--- config.mk ---
export PLATFORM = sky130hd
export DESIGN_NAME = prot_regfile
export DESIGN_NICKNAME = d
export VERILOG_FILES = /design/src/rtl/prot_regs_pkg.sv /design/src/rtl/prot_decode.sv /design/src/rtl/prot_region_bank.sv /design/src/rtl/prot_read_mux.sv /design/src/rtl/prot_regfile.sv
export SDC_FILE = /design/constraint.sdc
export NUM_CORES = 1
export LEC_CHECK = 0
export BUFFER_PORTS_ARGS = -buffer_cell sky130_fd_sc_hd__buf_2
export CAP_MARGIN = 20
export CORE_AREA = 2 2 399 401
export CTS_CLUSTER_DIAMETER = 60
export DETAILED_ROUTE_END_ITERATION = 6
export DIE_AREA = 0 0 401 403
export GPL_TIMING_DRIVEN = 0
export PLACE_DENSITY = 0.5
export SLEW_MARGIN = 20
export SYNTH_ARGS = -nofsm -noshare
export SYNTH_HDL_FRONTEND = slang
export SYNTH_SLANG_ARGS = --single-unit
--- constraint.sdc ---
create_clock -name clk -period 3.5 [get_ports clk]
set_input_delay 0.7 -clock clk [delete_from_list [all_inputs] [get_ports clk]]
set_output_delay 0.7 -clock clk [all_outputs]
set_load 0.05 [all_outputs]
--- src/rtl/prot_regs_pkg.sv ---
package prot_regs_pkg;

  localparam int WORD_W   = 32;
  localparam int BASE_LSB = 5;
  localparam int BASE_W   = WORD_W - BASE_LSB;
  localparam int RFLD_W   = 4;
  localparam int CTRL_W   = 3;
  localparam int VALID_B  = 4;

  // bits kept in an attribute word: 28, 26:24, 21:16, 15:8, 5:0
  localparam logic [WORD_W-1:0] ATTR_KEEP = 32'h173F_FF3F;

  typedef enum logic [2:0] {
    RC_IDENT,
    RC_CTRL,
    RC_SEL,
    RC_BASE,
    RC_ATTR,
    RC_NONE
  } reg_cls_e;

  // word address -> register class; pairs = number of repeated base/attr pairs
  function automatic reg_cls_e classify(logic [7:0] a, int pairs);
    reg_cls_e c;
    if (a == 8'd0)      c = RC_IDENT;
    else if (a == 8'd1) c = RC_CTRL;
    else if (a == 8'd2) c = RC_SEL;
    else if (a < 8'(3 + 2 * (pairs + 1))) c = a[0] ? RC_BASE : RC_ATTR;
    else                c = RC_NONE;
    return c;
  endfunction

  function automatic logic [WORD_W-1:0] ident_word(int nreg);
    return {16'd0, 8'(nreg), 8'd0};
  endfunction

  function automatic logic [WORD_W-1:0] base_readback(logic [BASE_W-1:0] adr,
                                                      logic [RFLD_W-1:0] idx);
    return {adr, 1'b0, idx};
  endfunction

endpackage

--- src/rtl/prot_decode.sv ---
module prot_decode
  import prot_regs_pkg::*;
#(
  parameter int BUS_AW      = 4,
  parameter int ALIAS_PAIRS = 3
) (
  input  logic              bus_sel,
  input  logic              bus_wr,
  input  logic [BUS_AW-1:0] bus_addr,
  output reg_cls_e          cls,
  output logic              rd_en,
  output logic              wr_ctrl,
  output logic              wr_sel,
  output logic              wr_base,
  output logic              wr_attr
);
  logic wr_en;

  always_comb begin
    cls     = classify(8'(bus_addr), ALIAS_PAIRS);
    wr_en   = bus_sel & bus_wr;
    rd_en   = bus_sel & ~bus_wr;
    wr_ctrl = wr_en & (cls == RC_CTRL);
    wr_sel  = wr_en & (cls == RC_SEL);
    wr_base = wr_en & (cls == RC_BASE);
    wr_attr = wr_en & (cls == RC_ATTR);
  end
endmodule

--- src/rtl/prot_region_bank.sv ---
module prot_region_bank
  import prot_regs_pkg::*;
#(
  parameter int NUM_REGIONS = 16,
  parameter int IDX_W       = 4
) (
  input  logic                          clk,
  input  logic                          rst_n,
  input  logic                          base_we,
  input  logic                          attr_we,
  input  logic [IDX_W-1:0]              tgt_idx,
  input  logic [WORD_W-1:0]             wdata,
  output logic [NUM_REGIONS*BASE_W-1:0] base_flat,
  output logic [NUM_REGIONS*WORD_W-1:0] attr_flat
);
  for (genvar g = 0; g < NUM_REGIONS; g++) begin : g_region
    logic             hit;
    logic [BASE_W-1:0] base_q;
    logic [WORD_W-1:0] attr_q;

    assign hit = (tgt_idx == IDX_W'(g));

    always_ff @(posedge clk or negedge rst_n) begin
      if (!rst_n) begin
        base_q <= '0;
        attr_q <= '0;
      end else begin
        if (base_we && hit) base_q <= wdata[WORD_W-1:BASE_LSB];
        if (attr_we && hit) attr_q <= wdata & ATTR_KEEP;
      end
    end

    assign base_flat[g*BASE_W +: BASE_W] = base_q;
    assign attr_flat[g*WORD_W +: WORD_W] = attr_q;
  end
endmodule

--- src/rtl/prot_read_mux.sv ---
module prot_read_mux
  import prot_regs_pkg::*;
#(
  parameter int NUM_REGIONS = 16,
  parameter int IDX_W       = 4
) (
  input  logic                          rd_en,
  input  reg_cls_e                      cls,
  input  logic [CTRL_W-1:0]             ctrl,
  input  logic [IDX_W-1:0]              sel_idx,
  input  logic [NUM_REGIONS*BASE_W-1:0] base_flat,
  input  logic [NUM_REGIONS*WORD_W-1:0] attr_flat,
  output logic [WORD_W-1:0]             rdata
);
  logic [BASE_W-1:0] cur_base;
  logic [WORD_W-1:0] cur_attr;

  assign cur_base = base_flat[sel_idx*BASE_W +: BASE_W];
  assign cur_attr = attr_flat[sel_idx*WORD_W +: WORD_W];

  always_comb begin
    rdata = '0;
    if (rd_en) begin
      unique case (cls)
        RC_IDENT: rdata = ident_word(NUM_REGIONS);
        RC_CTRL:  rdata = {{(WORD_W-CTRL_W){1'b0}}, ctrl};
        RC_SEL:   rdata = WORD_W'(sel_idx);
        RC_BASE:  rdata = base_readback(cur_base, RFLD_W'(sel_idx));
        RC_ATTR:  rdata = cur_attr;
        default:  rdata = '0;
      endcase
    end
  end
endmodule

--- src/rtl/prot_regfile.sv ---
module prot_regfile
  import prot_regs_pkg::*;
#(
  parameter int NUM_REGIONS = 16,
  parameter int ALIAS_PAIRS = 3,
  parameter int BUS_AW      = 4
) (
  input  logic                          clk,
  input  logic                          rst_n,
  input  logic                          bus_sel,
  input  logic                          bus_wr,
  input  logic [BUS_AW-1:0]             bus_addr,
  input  logic [31:0]                   bus_wdata,
  output logic [31:0]                   bus_rdata,
  output logic                          prot_enable,
  output logic                          prot_in_handlers,
  output logic                          prot_priv_background,
  output logic [NUM_REGIONS*27-1:0]     region_base_o,
  output logic [NUM_REGIONS*32-1:0]     region_attr_o
);
  localparam int IDX_W = $clog2(NUM_REGIONS);

  reg_cls_e          cls;
  logic              rd_en, wr_ctrl, wr_sel, wr_base, wr_attr;
  logic [CTRL_W-1:0] ctrl_q;
  logic [IDX_W-1:0]  sel_q;
  logic [IDX_W-1:0]  tgt_idx;
  logic              base_picks_region;   // named event for the checker
  logic [NUM_REGIONS-1:0] region_on;      // per-region enable, for the checker

  prot_decode #(.BUS_AW(BUS_AW), .ALIAS_PAIRS(ALIAS_PAIRS)) u_dec (
    .bus_sel (bus_sel),
    .bus_wr  (bus_wr),
    .bus_addr(bus_addr),
    .cls     (cls),
    .rd_en   (rd_en),
    .wr_ctrl (wr_ctrl),
    .wr_sel  (wr_sel),
    .wr_base (wr_base),
    .wr_attr (wr_attr)
  );

  assign base_picks_region = wr_base & bus_wdata[VALID_B];
  assign tgt_idx = base_picks_region ? bus_wdata[IDX_W-1:0] : sel_q;

  always_ff @(posedge clk or negedge rst_n) begin
    if (!rst_n) begin
      ctrl_q <= '0;
      sel_q  <= '0;
    end else begin
      if (wr_ctrl) ctrl_q <= bus_wdata[CTRL_W-1:0];
      if (wr_sel || base_picks_region) sel_q <= bus_wdata[IDX_W-1:0];
    end
  end

  prot_region_bank #(.NUM_REGIONS(NUM_REGIONS), .IDX_W(IDX_W)) u_bank (
    .clk      (clk),
    .rst_n    (rst_n),
    .base_we  (wr_base),
    .attr_we  (wr_attr),
    .tgt_idx  (tgt_idx),
    .wdata    (bus_wdata),
    .base_flat(region_base_o),
    .attr_flat(region_attr_o)
  );

  prot_read_mux #(.NUM_REGIONS(NUM_REGIONS), .IDX_W(IDX_W)) u_rmux (
    .rd_en    (rd_en),
    .cls      (cls),
    .ctrl     (ctrl_q),
    .sel_idx  (sel_q),
    .base_flat(region_base_o),
    .attr_flat(region_attr_o),
    .rdata    (bus_rdata)
  );

  for (genvar g = 0; g < NUM_REGIONS; g++) begin : g_on
    assign region_on[g] = region_attr_o[g*WORD_W];
  end

  assign prot_enable          = ctrl_q[0];
  assign prot_in_handlers     = ctrl_q[1];
  assign prot_priv_background = ctrl_q[2];
endmodule

Word level (Yosys, flattened, before mapping)
Cells that the tools add are included.
{ "word_totals": {"register_bits": 823, "inputBits": 40, "out_inout_bits": 979, "wordCells": 111} }
{ "classes": {"mul": 1, "magnitude_cmp": 1, "n_eq_ne": 21, "shift": 2, "mux": 8, "bitwise": 8, "reduce_logical": 36} }
{ "ops": {"columns": ["op", "n"], "rows": [
  ["indexed part select 512 x 10 -> 32 bit", 1],
  ["indexed part select 432 x 10 -> 27 bit", 1],
  ["case mux 32 bit (5 select lines)", 1],
  ["equality test 4 bit, second input constant", 8],
  ["logical AND 1 bit", 32],
  ["2-to-1 mux 32 bit", 1],
  ["equality test 4 x 3 -> 1 bit, second input constant", 4],
  ["2-to-1 mux 3 bit", 5],
  ["equality test 4 x 2 -> 1 bit, second input constant", 3],
  ["multiplier 4 x 5 -> 9 bit, second input constant", 1],
  ["equality test 4 x 1 -> 1 bit, second input constant", 2],
  ["logical NOT 4 bit", 2],
  ["AND 1 bit", 7],
  ["equality test 3 x 2 -> 1 bit, second input constant", 2],
  ["< comparator 4 bit, second input constant", 1],
  ["2-to-1 mux 4 bit", 1],
  ["equality test 3 x 1 -> 1 bit, second input constant", 1],
  ["equality test 3 bit, second input constant", 1],
  ["logical NOT 3 bit", 1],
  ["logical OR 1 bit", 1],
  ["inverter 1 bit", 1]
]} }

Depth between registers and ports, before layout
{ "logic_depth": {"depth_word": 11, "depth_mapped": 10, "mapped_depth_nobuf": 5} }

Modules after synthesis
Synthesis repeated with hierarchy kept, for this count alone.
{ "unflattened": {"hier_cells": 2512, "area_unflattened_um2": 39765.6} }
{ "by_module_without_submodules": {"columns": ["mod", "instances", "cells_each", "area_per_inst_um2", "seq_area_each_um2"], "rows": [
  ["prot_region_bank", 1, 1953, 31740.4, 20419.6],
  ["prot_read_mux", 1, 520, 7566.0, 0.0],
  ["prot_regfile", 1, 20, 311.5, 175.2],
  ["prot_decode", 1, 19, 147.6, 0.0]
]} }

Worst setup path after synthesis
OpenSTA, ideal clock, no wires.
{ "synth_timing": {"kind": "input port to output port", "startpoint": "input bus_addr[3]", "endpoint": "output bus_rdata[30]", "arrival_time_ps": 2784, "required_time_ps": 2800, "path_slack_ps": 16, "path_stages": 6, "n_path_buf": 3, "path_cell_list": "buf_2 or3_1 buf_2 nand4_1 clkbuf_1 a211oi_1"} }
{ "synth_between": {"elab_chain_len": 8, "word_cells_on_any_way": 15, "cone_classes": "order compare: 1; eq/ne: 6; mux: 6; reduce/logical: 2"} }
{ "synth_rtl": {"columns": ["item", "line_no", "rtl"], "rows": [
  ["start: declaration", "prot_regfile.sv:12", "input logic [BUS_AW-1:0] bus_addr,"],
  ["< comparator 4 bit", "prot_regs_pkg.sv:28", "else if (a < 8'(3 + 2 * (pairs + 1))) c = a[0] ? RC_BASE : RC_ATTR;"],
  ["2-to-1 mux 3 bit", "prot_regs_pkg.sv:28", null],
  ["2-to-1 mux 3 bit", "prot_regs_pkg.sv:27", "else if (a == 8'd2) c = RC_SEL;"],
  ["2-to-1 mux 3 bit", "prot_regs_pkg.sv:26", "else if (a == 8'd1) c = RC_CTRL;"],
  ["2-to-1 mux 3 bit *", "prot_regs_pkg.sv:25", "if (a == 8'd0) c = RC_IDENT;"],
  ["equality test 3 bit, or another cell as far along", "prot_read_mux.sv:24", "unique case (cls)"],
  ["case mux 32 bit (5 select lines) *", "prot_read_mux.sv:24", null],
  ["2-to-1 mux 32 bit *", "prot_read_mux.sv:23", "if (rd_en) begin"],
  ["end: declaration", "prot_regfile.sv:14", "output logic [31:0] bus_rdata,"]
]} }
Every way passes the cells marked *; elsewhere a longest branch is shown, timed or not.

Final worst setup path
{ "layout_timing": {"startpoint": "register sel_q[0]", "endpoint": "output bus_rdata[28]"} }
{ "layout_between": {"elab_chain_len": 4, "word_cells_on_any_way": 5, "cone_classes": "mul: 1; shift: 2; mux: 2"} }
{ "layout_rtl": {"columns": ["item", "line_no", "rtl"], "rows": [
  ["start: declaration", "prot_regfile.sv:26", "logic [IDX_W-1:0] sel_q;"],
  ["start signal: assignment", "prot_regfile.sv:52", "if (wr_sel || base_picks_region) sel_q <= bus_wdata[IDX_W-1:0];"],
  ["multiplier 4 x 5 -> 9 bit", "prot_read_mux.sv:18", "assign cur_base = base_flat[sel_idx*BASE_W +: BASE_W];"],
  ["indexed part select 432 x 10 -> 27 bit", "prot_read_mux.sv:18", null],
  ["case mux 32 bit (5 select lines) *", "prot_read_mux.sv:24", null],
  ["2-to-1 mux 32 bit *", "prot_read_mux.sv:23", null]
]} }
Marks and branches as above.

==> impl_metrics.env <==
export IMPL_grt_use_total=0.264
export IMPL_slew_violations=0
export IMPL_dp_cells=5595
export IMPL_setup_slack_ns=-0.406
export IMPL_min_period_over_period=1.12
export IMPL_cp_data_arrival_time_ns=3.21
export IMPL_port_buffers=888
export IMPL_first_iter_violations=2016
export IMPL_finalWeightedCongestion=0.891
export IMPL_syn_inst=2486
export IMPL_synth_cell_types=51
export IMPL_core_area_mm2=0.157
export IMPL_ios=1019
export IMPL_dr_total_vias=28700
export IMPL_required_ns=2.80
export IMPL_max_freq_mhz=256
export IMPL_yosysTopAreaCell="dfrtp_1"
export IMPL_synthFlopType="dfrtp_1"
export IMPL_dp_hpwl_um=168000
export IMPL_grt_pass1_vias=28700
export IMPL_rows=146
export IMPL_yosysWarnings=0
export IMPL_synth_area_leaders="dfrtp_1, mux2_2, mux4_2"
export IMPL_final_net_count=3747
export IMPL_rsz0062_at_grt="yes"
export IMPL_hold_ws_ns=0.236
export IMPL_wl_per_cell_um=37.1
export IMPL_postSynth_asyncResetShare=1.00
export IMPL_syn_area_mm2=0.0384
export IMPL_critPathKind="flip-flop to primary output"
export IMPL_finalNonFillerCells=5872
export IMPL_cts_tree="built"
export IMPL_cts_buffer_depth=3
export IMPL_drive_above_1_share=0.683
export IMPL_die_width_um=401
export IMPL_grt_pass1_wl_um=284000
export IMPL_drc=0
export IMPL_slew_headroom=0.216
export IMPL_crit_path_max_fanout=6
export IMPL_routed_via_density=4.89
export IMPL_p_total_mw=41.8
export IMPL_min_period_ns=3.91
export IMPL_clock_sinks=823
export IMPL_dieArea_mm2=0.162
export IMPL_dp_slack_ns=-1.32
export IMPL_syn_to_final_growth_pct=37.5
export IMPL_synth_edf_count=0
export IMPL_setup_viol=32
export IMPL_initial_utilization=0.244
export IMPL_violations="negative setup slack"
export IMPL_cts_buffers=109
export IMPL_avgSynthCellArea_um2=15.4
export IMPL_synth_most_common_cell="dfrtp_1"
export IMPL_ys_seq_area_frac=0.536
export IMPL_start_kind="flip-flop"
export IMPL_overflow=0
export IMPL_worst_setup_path_end_kind="primary output"
export IMPL_cellLeakagePower_nw=26.9
export IMPL_grt_max_degree=130
export IMPL_power_density_mw_per_mm2=792
export IMPL_cts_root_buf="clkbuf_16"
export IMPL_maxCapViolCount=0
export IMPL_hold_class="input port to flip-flop"
export IMPL_tightest_slew_ns=1.18
export IMPL_clk_pin_slew_ns=0.06
export IMPL_fin_worst_skew_ns=0.0350
export IMPL_setup_tns_ns=-8.57
export IMPL_insertion_delay_ns=0.74
export IMPL_antenna_found_initial=23
export IMPL_ant_nets=0
export IMPL_status="complete, but fails checks"
export IMPL_synth_common_cells="dfrtp_1, mux2_2, mux4_2"
export IMPL_netlist_area_leader_share=0.536
export IMPL_htree_num_levels=3
export IMPL_dr_pass1_iters=5
export IMPL_die_h_um=403
export IMPL_ir_drop_v=0.000491
export IMPL_finalWirelength_um=218000
export IMPL_ys_ff_latch=823
export IMPL_final_hold_viol_count=0
==> per-stage QoR <==
| step | util | instance area (um2) |
|---|---|---|
| after CTS | 0.332 | 52300 |
| after global placement | 0.292 | 45900 |
| final | 0.335 | 52800 |
| after global routing | 0.335 | 52800 |
| after floorplan | - | 38900 |
| after detailed placement | 0.296 | 46500 |
==> repair_timing <==
action / 4_1_cts / 5_1_grt
endpoints found under the hold margin: 85 / 0
gates cloned: 2 / 1
pin swaps: 35 / 28
hold buffers: 1 / 0
endpoints found under the setup margin: 45 / 72
buffers inserted: 47 / 28
gates resized for setup: 357 / 62
==> kinds of logic (layout without fill, tap and decap cells) <==
group,Yosys count,in the layout,share of synthesized area
multiplexers,1039,1039,0.366
flip-flops,823,823,0.536
buffers and inverters,357,1537,0.0522
AO/OA/AOI/OAI,152,152,0.0270
AND/OR/NAND/NOR,113,113,0.0180
other,1,135,0.0000977
XOR/XNOR,1,1,0.000228
==> state kept, by name, indices dropped and copies added (netlist names) <==
signal	cells
ctrl_q	3
u_bank.g_region.base_q	432
u_bank.g_region.attr_q	384
sel_q	4
==> worst max-delay path, cell delays in order (launching register included) <==
cell and delay [ns]:
dfrtp_2 0.42, buf_12 0.16, buf_12 0.12, buf_16 0.14, mux4_2 0.61, a22oi_2 0.27, a21oi_4 0.18, or2_4 0.35
buf_8 0.16
==> layout make-up <==
class                      count  area (um2)
clock buffer                 139        3060
fill                       15800      105000
inverter                       6        22.5
multi-input combinational   1433       16900
antenna                        7        17.5
sequential                   823       20600
buffer                       345        2590
timing repair buffer         989        6250
tap                         2072        2590
clock inverter                58         753
==> cell usage in the layout (no fill, tap or decap), types with 7 or more instances in the layout <==
cell type and instances:
buf_2 912, dfrtp_1 820, mux2_2 797, mux4_2 210, buf_4 182, conb_1 128, clkbuf_16 115, clkbuf_1 70
a22oi_2 52, buf_6 41, buf_12 38, a22oi_1 29, buf_16 28, clkbuf_8 26, mux2_1 25, nand2_1 23
buf_1 19, or2_4 17, buf_8 16, a21oi_1 16, a21oi_2 16, clkinv_2 15, clkbuf_2 13, bufinv_16 13
clkbuf_4 12, a21oi_4 10, inv_6 10, nor2b_4 9, nor2b_1 8, nor2_1 8, diode_2 7, clkinvlp_4 7
==> where the power goes <==
| group | internal, mW | total (mW) | switching [mW] |
|---|---|---|---|
| Sequential | 11.1 | 12.6 | 1.50 |
| Combinational | 5.25 | 17.2 | 11.9 |
| Clock | 7.17 | 12.0 | 4.85 |
==> path summary, 6_finish.rpt <==
path,startpoint,endpoint,slack [ns],cells after the start
worst max-delay path,sel_q[0]$_DFFE_PN0P_,bus_rdata[28],-0.41,8
worst min-delay path,bus_wdata[24],u_bank.g_region[12].base_q[19]$_DFFE_PN0P_,0.24,2
worst max register to register,sel_q[0]$_DFFE_PN0P_,u_bank.g_region[5].base_q[13]$_DFFE_PN0P_,0.17,10
worst min register to register,u_bank.g_region[12].base_q[12]$_DFFE_PN0P_,u_bank.g_region[12].base_q[12]$_DFFE_PN0P_,0.51,1
max in group asynchronous,rst_n,u_bank.g_region[0].base_q[16]$_DFFE_PN0P_,0.79,5
min in group asynchronous,rst_n,u_bank.g_region[11].attr_q[14]$_DFFE_PN0P_,0.45,2
==> metal layers <==
metal  vias to the layer above  track usage  part of all wire
li1                      11500            -                 -
met4                        16       0.0863             0.035
met1                     15600        0.325              0.40
met3                       287       0.0761             0.079
met5                         -            0           0.00039
met2                      1295        0.442              0.49
Note: power is estimated with default switching activity, not from simulation.
